$ cat src/rtl/adiv_pkg.sv
package adiv_pkg;
  localparam int unsigned CTRL_W    = 32;
  localparam int unsigned RATIO_W   = 16;
  localparam int unsigned RATIO_LSB = 16;
  localparam int unsigned EN_W      = 2;
  localparam int unsigned MIN_RATIO = 2;
endpackage

$ cat src/rtl/adiv_rst_sync.sv
module adiv_rst_sync #(
  parameter int unsigned STAGES = 2
) (
  input  logic clk,
  input  logic rst_n,
  output logic rst_sync_n
);
  logic [STAGES-1:0] sync_q;
  logic [STAGES-1:0] sync_d;

  always_comb begin
    sync_d = {sync_q[STAGES-2:0], 1'b1};
  end

  always_ff @(posedge clk or negedge rst_n) begin
    if (!rst_n) sync_q <= '0;
    else        sync_q <= sync_d;
  end

  assign rst_sync_n = sync_q[STAGES-1];
endmodule

$ cat src/rtl/adiv_ctrl_reg.sv
module adiv_ctrl_reg
  import adiv_pkg::*;
#(
  parameter int unsigned REG_W = CTRL_W,
  parameter int unsigned RW    = RATIO_W,
  parameter int unsigned RLSB  = RATIO_LSB,
  parameter int unsigned EW    = EN_W
) (
  input  logic             clk,
  input  logic             rst_n,
  input  logic             wr_i,
  input  logic [REG_W-1:0] wdata_i,
  output logic [REG_W-1:0] rdata_o,
  output logic [RW-1:0]    ratio_o,
  output logic [EW-1:0]    en_o,
  output logic             run_o,
  output logic             err_o
);
  localparam logic [RW-1:0] MIN_R = RW'(MIN_RATIO);

  logic [RW-1:0] ratio_q, ratio_d;
  logic [EW-1:0] en_q, en_d;
  logic          err_q, err_d;
  logic          unused_wbits;

  assign unused_wbits = ^wdata_i;

  // next state, used only on a write cycle
  always_comb begin
    ratio_d = wdata_i[RLSB +: RW];
    en_d    = wdata_i[EW-1:0];
    err_d   = (en_d == {EW{1'b1}}) && (ratio_d < MIN_R);
  end

  always_ff @(posedge clk or negedge rst_n) begin
    if (!rst_n) begin
      ratio_q <= '0;
      en_q    <= '0;
      err_q   <= 1'b0;
    end else if (wr_i) begin
      ratio_q <= ratio_d;
      en_q    <= en_d;
      err_q   <= err_d;
    end
  end

  always_comb begin
    rdata_o              = '0;
    rdata_o[RLSB +: RW]  = ratio_q;
    rdata_o[EW-1:0]      = en_q;
  end

  assign ratio_o = ratio_q;
  assign en_o    = en_q;
  assign err_o   = err_q;
  assign run_o   = (en_q == {EW{1'b1}}) && (ratio_q >= MIN_R);


  err_set_chk: assert property (@(posedge clk) disable iff (!rst_n)
    (wr_i && (wdata_i[EW-1:0] == {EW{1'b1}}) && (wdata_i[RLSB +: RW] < MIN_R)) |=> err_o);

  err_keep_chk: assert property (@(posedge clk) disable iff (!rst_n)
    !wr_i |=> $stable(err_o));

  rdata_keep_chk: assert property (@(posedge clk) disable iff (!rst_n)
    !wr_i |=> $stable(rdata_o));
endmodule

$ cat src/rtl/adiv_core.sv
module adiv_core
  import adiv_pkg::*;
#(
  parameter int unsigned RW = RATIO_W
) (
  input  logic          clk,
  input  logic          rst_n,
  input  logic          run_i,
  input  logic [RW-1:0] ratio_i,
  input  logic          tick_i,
  output logic          clk_o,
  output logic          stb_o
);
  localparam logic [RW-1:0] ONE = RW'(1);

  logic          run_q, run_d;
  logic [RW-1:0] cnt_q, cnt_d;
  logic [RW-1:0] act_q, act_d;
  logic          cnt_en;
  logic          start, adv, last;
  logic [RW-1:0] half;

  assign start = run_i & ~run_q;
  assign adv   = run_i & run_q & tick_i;
  assign last  = (cnt_q == (act_q - ONE));
  assign half  = act_q >> 1;

  always_comb begin
    run_d  = run_i;
    cnt_d  = cnt_q;
    act_d  = act_q;
    cnt_en = 1'b0;
    if (start) begin
      cnt_en = 1'b1;
      cnt_d  = '0;
      act_d  = ratio_i;
    end else if (adv) begin
      cnt_en = 1'b1;
      if (last) begin
        cnt_d = '0;
        act_d = ratio_i;
      end else begin
        cnt_d = cnt_q + ONE;
      end
    end
  end

  always_ff @(posedge clk or negedge rst_n) begin
    if (!rst_n) run_q <= 1'b0;
    else        run_q <= run_d;
  end

  always_ff @(posedge clk or negedge rst_n) begin
    if (!rst_n) begin
      cnt_q <= '0;
      act_q <= '0;
    end else if (cnt_en) begin
      cnt_q <= cnt_d;
      act_q <= act_d;
    end
  end

  assign clk_o = run_i & run_q & (cnt_q < half);
  assign stb_o = adv & last;


  cnt_range_chk: assert property (@(posedge clk) disable iff (!rst_n)
    run_q |-> ((cnt_q < act_q) && (act_q >= RW'(MIN_RATIO))));

  stb_tick_chk: assert property (@(posedge clk) disable iff (!rst_n)
    stb_o |-> (tick_i && !clk_o));

  tick_hold_chk: assert property (@(posedge clk) disable iff (!rst_n)
    (run_q && run_i && !tick_i) |=> $stable(cnt_q));

  ratio_hold_chk: assert property (@(posedge clk) disable iff (!rst_n)
    (run_q && run_i && !(tick_i && last)) |=> $stable(act_q));

  restart_chk: assert property (@(posedge clk) disable iff (!rst_n)
    (run_i && !run_q) |=> (cnt_q == '0));
endmodule

$ cat src/rtl/adiv_clk_gen.sv
module adiv_clk_gen
  import adiv_pkg::*;
#(
  parameter int unsigned REG_W = CTRL_W,
  parameter int unsigned RW    = RATIO_W,
  parameter int unsigned RLSB  = RATIO_LSB,
  parameter int unsigned EW    = EN_W
) (
  input  logic             clk,
  input  logic             rst_n,
  input  logic             tick_i,
  input  logic             wr_en_i,
  input  logic [REG_W-1:0] wdata_i,
  output logic [REG_W-1:0] rdata_o,
  output logic             div_clk_o,
  output logic             div_stb_o,
  output logic             err_o
);
  logic          rst_sync_n;
  logic [RW-1:0] ratio;
  logic [EW-1:0] en;
  logic          run;

  adiv_rst_sync #(.STAGES(2)) u_rst_sync (
    .clk        (clk),
    .rst_n      (rst_n),
    .rst_sync_n (rst_sync_n)
  );

  adiv_ctrl_reg #(.REG_W(REG_W), .RW(RW), .RLSB(RLSB), .EW(EW)) u_ctrl (
    .clk     (clk),
    .rst_n   (rst_sync_n),
    .wr_i    (wr_en_i),
    .wdata_i (wdata_i),
    .rdata_o (rdata_o),
    .ratio_o (ratio),
    .en_o    (en),
    .run_o   (run),
    .err_o   (err_o)
  );

  adiv_core #(.RW(RW)) u_core (
    .clk     (clk),
    .rst_n   (rst_sync_n),
    .run_i   (run),
    .ratio_i (ratio),
    .tick_i  (tick_i),
    .clk_o   (div_clk_o),
    .stb_o   (div_stb_o)
  );


  guard_chk: assert property (@(posedge clk) disable iff (!rst_sync_n)
    (div_clk_o || div_stb_o) |-> ((en == {EW{1'b1}}) && (ratio >= RW'(MIN_RATIO))));

  reset_quiet_chk: assert property (@(posedge clk)
    !rst_sync_n |-> (!div_clk_o && !div_stb_o && !err_o));
endmodule

$ cat config.mk
export PLATFORM = sky130hd
export DESIGN_NAME = adiv_clk_gen
export DESIGN_NICKNAME = d
export VERILOG_FILES = /design/src/rtl/adiv_pkg.sv /design/src/rtl/adiv_rst_sync.sv /design/src/rtl/adiv_ctrl_reg.sv /design/src/rtl/adiv_core.sv /design/src/rtl/adiv_clk_gen.sv
export SDC_FILE = /design/constraint.sdc
export NUM_CORES = 1
export LEC_CHECK = 0
export BUFFER_PORTS_ARGS = -buffer_cell sky130_fd_sc_hd__buf_2
export CAP_MARGIN = 15
export CORE_ASPECT_RATIO = 0.5
export CORE_MARGIN = 3
export CORE_UTILIZATION = 30
export DETAILED_ROUTE_END_ITERATION = 10
export PLACE_DENSITY_LB_ADDON = 0.15
export SYNTH_ARGS = -nofsm -noshare
export SYNTH_HDL_FRONTEND = slang
export SYNTH_HIERARCHICAL = 1
export SYNTH_SLANG_ARGS = --single-unit
export TNS_END_PERCENT = 1
$ cat constraint.sdc
create_clock -name clk -period 3.45 [get_ports clk]
set_input_delay 0.5175 -clock clk [delete_from_list [all_inputs] [get_ports clk]]
set_output_delay 0.5175 -clock clk [all_outputs]
set_load 0.1 [all_outputs]
==> metrics.md, run 1 <==
| Metric | Value |
|---|---|
| Slew @ Worst Pin | `0.793 ns` |
| Layout Nets | `414` |
| Vias per std cell | `4.79` |
| Most frequent cells in the layout | `dfrtp_1 (52), buf_2 (41), nor2_1 (24), inv_1 (23)` |
| Synth unique cells | `50` |
| Core Area | `10700 um^2` |
| CP Class | `flop to output port` |
| Ys Warns | `6` |
| Layout cell share with drive strength beyond 1 | `0.275` |
| Hold/Removal Path Class | `flop to async pin` |
| Total power | `2.24 mW` |
| Cells after Synth | `333` |
| Grt total ovfl | `0` |
| Hold Vio Cnt, Final | `0` |
| Power share of the sequential group | `0.391` |
| Vias in the first global route | `2481` |
| Max-slew violations | `0` |
| Io pins | `71` |
| Die area | `12900 um^2` |
| Psw | `0.874 mW` |
| Min Tclk post-route | `3.29 ns` |
| Setup violators final | `0` |
| First-pass GRT wire length | `12.9 mm` |
| Max VDD drop | `261 uV` |
| CP Launch Point | `u_core/act_q[1]$_DFFE_PN0P_` |
| MaxCap Viol Count | `0` |
| H-tree levels | `2` |
| PwrDens | `580 nW/um^2` |
| Post-synth ARST share | `1.00` |
| Number of flops mapped to enable cells by yosys | `0` |
| Worst-Skew Late Latency | `0.30 ns` |
| RSZ-0062 raised after global routing | `false` |
| Wirelength, routed | `7.62 mm` |
| Switching Fraction | `0.390` |
| Area delta synth->final | `12.2%` |
| Final Wtd Congestion | `0.866` |
| CTS Buf Count | `5` |
| Diodes inserted | `0` |
| HPWL after DPL | `6.03 mm` |
| CTS tree | `done` |
| FF-to-FF End | `u_core/act_q[0]$_DFFE_PN0P_` |
| CP required | `2.93 ns` |
| Maximum clock frequency | `0.304 GHz` |
| Sequential cell area fraction in the yosys report | `0.392` |
| Crit path max fanout | `6` |
| Syn Area/Cell | `10.3 um^2` |
| CP Data Arrival Time | `2.77 ns` |
| CTS Sinks | `54` |
| Die Span Y | `81.8 um` |
| Initial Utilization | `0.323` |
| Clock power frac | `0.260` |
| Static leakage | `1.77 nW` |
| Reg-to-Reg Start | `u_core/act_q[1]$_DFFE_PN0P_` |
| Status | `complete, no violations` |
| Port bufs | `42` |
| CTS Buffer Depth | `2` |
| Largest net degree at the start of global routing | `30` |
| Clk pin slew, worst setup/hold paths | `0.07 ns` |
| Root Buffer | `clkbuf_16` |
| Site Rows | `26` |
| CP Capture Type | `output port` |
| Utilization after layout | `0.362` |
| Crit share post-route | `0.953` |
| Reg2Reg Depth | `11` |
| Ys flop type | `dfrtp_1` |
| GR Util All Layers | `0.129` |
| Reg-to-reg setup timing slack | `0.26 ns` |
| ANT nets after route | `0` |
| Startpoint types | `flop` |
| Worst Skew | `0.00752 ns` |
| Logic pwr share | `0.349` |
| Yosys reg bits | `54` |
| Avg WL per Cell | `15.1 um` |
| Worst slew margin | `0.464` |
| Iter 0 DRT Violations | `127` |
| # DRC | `0` |
| Mapped cell area | `3440 um^2` |
| Vias | `2411` |
| Die width | `158 um` |
| Commonest non-fill, non-tap cell in the layout | `dfrtp_1` |
| First-pass detailed-route iteration total | `4` |
| Initial antenna violation count | `0` |
| Int Pwr | `1.37 mW` |
| WHS | `0.243 ns` |
## what timing repair did
action,in CTS,in global routing
pin swaps,0,3
resized for setup,1,6
buffers inserted,1,0
hold buffers,1,0
endpoints found under the setup margin,1,1
endpoints found under the hold margin,2,0
## power groups by stage
stage          logic (mW)  clock network (mW)  registers, mW
6_report            0.783               0.583          0.876
5_1_grt             0.853               0.619          0.898
4_1_cts             0.776               0.598          0.874
3_5_place_dp        0.767                   0          0.888
3_3_place_gp        0.754                   0          0.883
2_1_floorplan       0.682                   0          0.841
## cell usage after synthesis, types with 6 or more instances
master	number	area, um^2
nor2_1	25	93.8
nand3_1	14	70.1
ha_1	16	200
nor4_1	10	62.6
dfrtp_1	54	1350
mux2_1	6	67.6
o21ai_0	9	45.0
nand2_1	12	45.0
buf_4	33	248
xnor2_1	18	158
xor2_1	15	131
nand4_1	8	50.1
inv_1	23	86.3
mux2_2	18	203
mux2_4	10	150
## kinds of logic after synthesis
family / Yosys count / synth area share
DFF: 54 / 0.392
buffers and inverters: 65 / 0.116
adders and majority gates: 16 / 0.0581
xor gates and xnor gates: 33 / 0.0839
muxes: 35 / 0.125
AOI/OAI and AO/OA: 36 / 0.0756
other: 2 / 0.00218
and+or+nand+nor: 92 / 0.147
## critical path: stages, from the launching register on
cell	delay, ns
dfrtp_2	0.45
inv_1	0.10
ha_4	0.16
or4b_4	0.50
nor3b_2	0.22
a21oi_1	0.11
a2111oi_2	0.34
nand4b_2	0.23
nor2_4	0.18
buf_12	0.19
## state kept, by name (all words and copies together) (netlist names)
name and count:
u_core/act_q 16, u_core/cnt_q 16, u_core/run_q 1, u_ctrl/en_o 2, u_ctrl/err_o 1, u_ctrl/ratio_o 16, u_rst_sync/sync_q 2
## worst max-delay path by stage
stage,end,slack [ns],cells after the start
global placement,div_stb_o,0.21,9
detailed placement,u_core/act_q[3]$_DFFE_PN0P_,0.19,10
floorplan,div_stb_o,-0.04,8
global route,div_stb_o,0.006,9
CTS,div_stb_o,0.03,9
finish,div_stb_o,0.16,9
## cell type report
| cell class | instances | area [um^2] |
|---|---|---|
| timing repair buffer | 51 | 308 |
| inverter | 23 | 86.3 |
| tap | 140 | 175 |
| multi-input combinational | 227 | 1770 |
| clock inverter | 2 | 38.8 |
| fill | 1075 | 6810 |
| clock buffer | 6 | 129 |
| sequential | 54 | 1350 |
## stage by stage
step	cell area (um^2)	TNS, ns	setup slack (ns)	instances
3_3_place_gp	3650	0	0.213	493
6_report	3860	0	0.161	503
4_1_cts	3840	0	0.0286	503
2_1_floorplan	3500	-0.0422	-0.0422	346
3_5_place_dp	3650	0	0.186	493
5_1_grt	3860	0	0.00574	503
## metal layers
| layer | wire length (um) | share of wire | global-route usage | vias to the layer above |
|---|---|---|---|---|
| met5 | 0 | 0 | 0 | - |
| met4 | 82 | 0.011 | 0.0329 | 0 |
| met3 | 361 | 0.047 | 0.0289 | 7 |
| met2 | 3230 | 0.42 | 0.206 | 62 |
| met1 | 3950 | 0.52 | 0.178 | 1163 |
| li1 | - | - | - | 1179 |
(Power assumes the default switching activity.)
==> run 2: changes to the inputs <==
--- a/config.mk
+++ b/config.mk
@@ -12,6 +12,7 @@
 export CORE_UTILIZATION = 30
 export DETAILED_ROUTE_END_ITERATION = 10
 export PLACE_DENSITY_LB_ADDON = 0.15
+export SETUP_SLACK_MARGIN = 0.2
 export SYNTH_ARGS = -nofsm -noshare
 export SYNTH_HDL_FRONTEND = slang
 export SYNTH_HIERARCHICAL = 1
==> metrics.md, run 2 (synthesis gave the netlist of run 1 again) <==
| Metric | Value |
|---|---|
| Status | `complete, no violations` |
| Hold/Removal Path Class | `flop to async pin` |
| Initial Utilization | `0.323 (unchanged)` |
| WHS | `0.242 ns (-0.000287 ns)` |
| Worst-Skew Late Latency | `0.30 ns (about the same)` |
| Crit path max fanout | `5 (-1)` |
| Grt total ovfl | `0 (unchanged)` |
| Startpoint types | `flop` |
| Initial antenna violation count | `0 (unchanged)` |
| Crit share post-route | `0.931 (-0.0222)` |
| Max-slew violations | `0 (unchanged)` |
| Max VDD drop | `264 uV (+1.2%)` |
| Die area | `12900 um^2 (unchanged)` |
| Avg WL per Cell | `15.1 um (-0.36%)` |
| CP Class | `flop to output port` |
| Layout cell share with drive strength beyond 1 | `0.292 (+0.0169)` |
| CTS tree | `done` |
| Vias in the first global route | `2469 (-0.48%)` |
| Worst Setup Slack, final | `0.238 ns (+0.0765 ns)` |
| CP max stage cell | `or4b_4` |
| Die width | `158 um (unchanged)` |
| GR Util All Layers | `0.129 (about the same)` |
| Slew @ Worst Pin | `0.554 ns (-0.239 ns)` |
| Area delta synth->final | `13.4%` |
| Vias | `2424 (+0.54%)` |
| First-pass GRT wire length | `12.9 mm (about the same)` |
| First-pass detailed-route iteration total | `4 (unchanged)` |
| Core Area | `10700 um^2 (unchanged)` |
| MaxCap Viol Count | `0 (unchanged)` |
| Final Wtd Congestion | `0.866 (unchanged)` |
| HPWL after DPL | `6.03 mm (unchanged)` |
| Layout Nets | `417 (+0.72%)` |
| Wirelength, routed | `7.64 mm (+0.24%)` |
| Port bufs | `42 (unchanged)` |
| Static leakage | `1.79 nW (+1.3%)` |
| Utilization after layout | `0.366 (+0.00399)` |
| Worst slack, placed | `0.186 ns (unchanged)` |
| Commonest non-fill, non-tap cell in the layout | `dfrtp_1` |
| Setup violators final | `0 (unchanged)` |
| Worst Skew | `0.00687 ns (-0.000649 ns)` |
| Largest net degree at the start of global routing | `30 (unchanged)` |
| CP Capture Type | `output port` |
| CTS Sinks | `54 (unchanged)` |
| H-tree levels | `2 (unchanged)` |
| CP required | `2.93 ns (about the same)` |
| Vias per std cell | `4.79 (about the same)` |
| CTS Buf Count | `5 (unchanged)` |
| PwrDens | `581 nW/um^2 (+0.15%)` |
| Min Tclk post-route | `3.21 ns (-0.0765 ns)` |
| Maximum clock frequency | `0.311 GHz (+2.4%)` |
| Diodes inserted | `0 (unchanged)` |
| Io pins | `71 (unchanged)` |
| CP Launch Point | `u_core/act_q[1]$_DFFE_PN0P_` |
| Total power | `2.27 mW (+1.3%)` |
| RSZ-0062 raised after global routing | `true` |
| Crit path cell chain | `inv_2 -> ha_4 -> or4b_4 -> nor3b_4 -> a21oi_2 -> a2111oi_2 -> nand4b_2 -> nor2_4 -> buf_12` |
| Worst slew margin | `0.627 (+0.163)` |
| Die Span Y | `81.8 um (unchanged)` |
| CP Data Arrival Time | `2.69 ns (-0.08 ns)` |
| Root Buffer | `clkbuf_16` |
| Iter 0 DRT Violations | `125 (-1.6%)` |
| Site Rows | `26 (unchanged)` |
| CTS Buffer Depth | `2 (unchanged)` |
| Most frequent cells in the layout | `dfrtp_1 (52), buf_2 (40), nor2_1 (24), inv_1 (21)` |
| CP max stage delay | `0.50 ns (about the same)` |
| ANT nets after route | `0 (unchanged)` |
| # DRC | `0 (unchanged)` |
| Reg-to-Reg Start | `u_core/act_q[1]$_DFFE_PN0P_` |
| Reg-to-reg setup timing slack | `0.31 ns (+0.05 ns)` |
| Clk pin slew, worst setup/hold paths | `0.07 ns (about the same)` |
| Hold Vio Cnt, Final | `0 (unchanged)` |
[run 2: cell count changes in the layout (fill, tap and decap cells not counted), sizes merged]
cell,change
buf,+2
clkbuf,+1
[run 2: metal layers]
layer  GRT usage  share of wire
met5           0              0
met4      0.0312          0.011
met3      0.0284          0.047
met2       0.206           0.43
met1       0.179           0.52
[run 2: critical path: cells and delay by family (launching register included)]
kind	cells	cell delay, ns
and+or+nand+nor	4	1.12
adders and majority gates	1	0.14
DFF	1	0.41
AOI/OAI and AO/OA	2	0.47
buffers and inverters	2	0.24
[run 2: repair_timing]
| item | 4_1_cts | 5_1_grt |
|---|---|---|
| hold endpoints to repair | 2 | 0 |
| pin swaps | 4 | 4 |
| hold buffers | 1 | 0 |
| endpoints found under the setup margin | 12 | 8 |
| setup buffers | 2 | 2 |
| gates resized for setup | 8 | 6 |
[run 2: final timing paths]
check,end,cells past startpoint
max,div_stb_o,9
min,u_ctrl/err_o$_DFFE_PN0P_,0
max reg2reg,u_core/act_q[0]$_DFFE_PN0P_,11
min reg2reg,u_ctrl/err_o$_DFFE_PN0P_,0
max in group asynchronous,u_core/cnt_q[7]$_DFFE_PN0P_,1
min in group clk,u_rst_sync/sync_q[1]$_DFF_PN0_,0
[run 2: layout make-up]
class                   instances  area (um^2)
fillers                      1066         6760
multi-input cells             227         1790
flip-flops and latches         54         1350
repair buffers                 54          333
well taps                     140          175
clock buffers                   6          129
inverters                      23         86.3
clock inverters                 2         38.8
[run 2: where the power goes]
group          internal (mW)  switching (mW)  leakage (nW)
clock network          0.345           0.239        0.0810
registers              0.725           0.150         0.671
logic                  0.315           0.496          1.04
total                   1.38           0.885          1.79
[run 2: metrics by stage]
step	TNS, ns	instances	cell area, um^2
after floorplan	-0.0422	346	3500
after CTS	0	504	3870
after global placement	0	493	3650
after global routing	0	506	3910
after detailed placement	0	493	3650
final	0	506	3910
==> run 3: changes to the inputs <==
--- a/config.mk
+++ b/config.mk
@@ -7,10 +7,13 @@
 export LEC_CHECK = 0
 export BUFFER_PORTS_ARGS = -buffer_cell sky130_fd_sc_hd__buf_2
 export CAP_MARGIN = 15
+export CELL_PAD_IN_SITES_DETAIL_PLACEMENT = 2
+export CELL_PAD_IN_SITES_GLOBAL_PLACEMENT = 2
 export CORE_ASPECT_RATIO = 0.5
 export CORE_MARGIN = 3
 export CORE_UTILIZATION = 30
 export DETAILED_ROUTE_END_ITERATION = 10
+export HOLD_SLACK_MARGIN = 0.02
 export PLACE_DENSITY_LB_ADDON = 0.15
 export SETUP_SLACK_MARGIN = 0.2
 export SYNTH_ARGS = -nofsm -noshare
==> metrics.md, run 3 (synthesis gave the netlist of run 1 again) <==
| Metric | Value |
|---|---|
| CTS Buffer Depth | `2 (unchanged)` |
| HPWL after DPL | `7.04 mm (+17%)` |
| Core Area | `10700 um^2 (unchanged)` |
| H-tree levels | `2 (unchanged)` |
| WHS | `0.209 ns (-0.0337 ns)` |
| Maximum clock frequency | `0.314 GHz (+0.94%)` |
| Vias per std cell | `4.99 (+4.1%)` |
| Largest net degree at the start of global routing | `35 (+17%)` |
| Final Wtd Congestion | `0.778 (-10%)` |
| Status | `complete, no violations` |
| Hold/Removal Path Class | `flop to async pin` |
| Die Span Y | `81.8 um (unchanged)` |
| Reg-to-reg setup timing slack | `0.33 ns (+0.02 ns)` |
| Initial Utilization | `0.323 (unchanged)` |
| Setup violators final | `0 (unchanged)` |
| # fillers | `1145 (+7.4%)` |
| CTS Sinks | `54 (unchanged)` |
| First-pass detailed-route iteration total | `4 (unchanged)` |
| Root Buffer | `clkbuf_16` |
| Initial antenna violation count | `0 (unchanged)` |
| Site Rows | `26 (unchanged)` |
| Startpoint types | `flop` |
| Vias in the first global route | `2768 (+12%)` |
| CP required | `2.93 ns (about the same)` |
| Crit share post-route | `0.922 (-0.00862)` |
| Io pins | `71 (unchanged)` |
| # DRC | `0 (unchanged)` |
| Worst slew margin | `0.615 (-0.0124)` |
| CP max stage delay | `0.51 ns (about the same)` |
| Vias | `2518 (+3.9%)` |
| Worst Skew | `0.00638 ns (-0.000491 ns)` |
| First-pass GRT wire length | `15.0 mm (+16%)` |
| RSZ-0062 raised after global routing | `true` |
| Iter 0 DRT Violations | `112 (-10%)` |
| CTS Buf Count | `5 (unchanged)` |
| Total power | `2.35 mW (+3.6%)` |
| GR Util All Layers | `0.151 (+0.0223)` |
| Avg WL per Cell | `18.3 um (+21%)` |
| Die area | `12900 um^2 (unchanged)` |
| Wirelength, routed | `9.23 mm (+21%)` |
| Max-slew violations | `0 (unchanged)` |
| Multi-input logic area | `1840 um^2 (+2.6%)` |
| Max VDD drop | `309 uV (+17%)` |
| Crit path max fanout | `3 (-2)` |
| CTS tree | `done` |
| Static leakage | `1.80 nW (+0.59%)` |
| Die width | `158 um (unchanged)` |
| Reg area | `1350 um^2 (unchanged)` |
| Slew @ Worst Pin | `0.572 ns (+0.0177 ns)` |
| Crit path cell chain | `inv_2 -> ha_4 -> or4b_4 -> o21ai_4 -> o311ai_4 -> a2111oi_4 -> nand4b_4 -> nor2_4 -> buf_12` |
| Layout Nets | `416 (-0.24%)` |
| Layout cell share with drive strength beyond 1 | `0.290 (-0.00194)` |
| CP max stage cell | `or4b_4` |
| Commonest non-fill, non-tap cell in the layout | `dfrtp_1` |
| Hold Vio Cnt, Final | `0 (unchanged)` |
| Grt total ovfl | `0 (unchanged)` |
| MaxCap Viol Count | `0 (unchanged)` |
| Port bufs | `42 (unchanged)` |
| ANT nets after route | `0 (unchanged)` |
| Clk pin slew, worst setup/hold paths | `0.07 ns (about the same)` |
| Area delta synth->final | `14.6%` |
| Most frequent cells in the layout | `dfrtp_1 (52), buf_2 (40), nor2_1 (24), inv_1 (22)` |
| Top cell family by delay on the critical path | `simple AND/OR/NAND/NOR gates` |
| Utilization after layout | `0.370 (+0.00363)` |
| Buffers and inverters on the worst path | `2 (unchanged)` |
| CP Class | `flop to output port` |
| Min Tclk post-route | `3.18 ns (-0.0298 ns)` |
| Worst-Skew Late Latency | `0.30 ns (about the same)` |
| PwrDens | `596 nW/um^2 (+2.6%)` |
| CP Capture Type | `output port` |
| Diodes inserted | `0 (unchanged)` |
| CP Data Arrival Time | `2.66 ns (-0.03 ns)` |
run 3: cell types whose count changed in the layout (fill, tap and decap cells not counted), sizes merged:
cell    previous run  this run
clkbuf             7         6
run 3: path summary, 6_finish.rpt:
check                      cells past startpoint                      startpoint                        endpoint
setup / recovery                               9     u_core/act_q[1]$_DFFE_PN0P_                       div_stb_o
hold / removal                                 0  u_rst_sync/sync_q[1]$_DFF_PN0_      u_ctrl/en_o[1]$_DFFE_PN0P_
setup reg to reg                              11     u_core/act_q[1]$_DFFE_PN0P_     u_core/act_q[9]$_DFFE_PN0P_
hold reg to reg                                0  u_rst_sync/sync_q[1]$_DFF_PN0_      u_ctrl/en_o[1]$_DFFE_PN0P_
max in group asynchronous                      1  u_rst_sync/sync_q[1]$_DFF_PN0_     u_core/act_q[1]$_DFFE_PN0P_
min in group clk                               0  u_rst_sync/sync_q[0]$_DFF_PN0_  u_rst_sync/sync_q[1]$_DFF_PN0_
run 3: timing repair:
action                                  CTS  global route
hold buffers                              1             0
setup buffers                             3             0
pin swaps                                 6             3
cloned                                    0             0
gates resized for setup                  12             7
hold endpoints to repair                  2             0
endpoints found under the setup margin   17            18
run 3: final cells by class:
type | count | share of cell area
sequential | 54 | 0.343
clock buffer | 6 | 0.0327
tap | 140 | 0.0444
clock inverter | 2 | 0.00983
inverter | 23 | 0.0219
timing repair buffer | 53 | 0.0825
multi-input combinational | 227 | 0.466
run 3: through the flow:
stage	cells	cell area, um^2	setup WS (ns)	TNS [ns]
2_1_floorplan	346	3500	-0.0422	-0.0422
3_3_place_gp	493	3650	0.175	0
3_5_place_dp	493	3650	0.0435	0
4_1_cts	505	3910	0.163	0
5_1_grt	505	3950	0.160	0
6_report	505	3950	0.268	0
run 3: power by group:
group	internal, mW	leakage, nW	switching [mW]
Sequential	0.724	0.671	0.156
Combinational	0.328	1.05	0.554
Clock	0.345	0.0810	0.245
Total	1.40	1.80	0.954
run 3: metal layers:
layer,vias to the layer above,global-route usage,part of all wire
met5,-,0,0
met4,0,0.0182,0.0043
met3,4,0.0347,0.047
met2,60,0.244,0.45
met1,1270,0.214,0.50
li1,1184,-,-
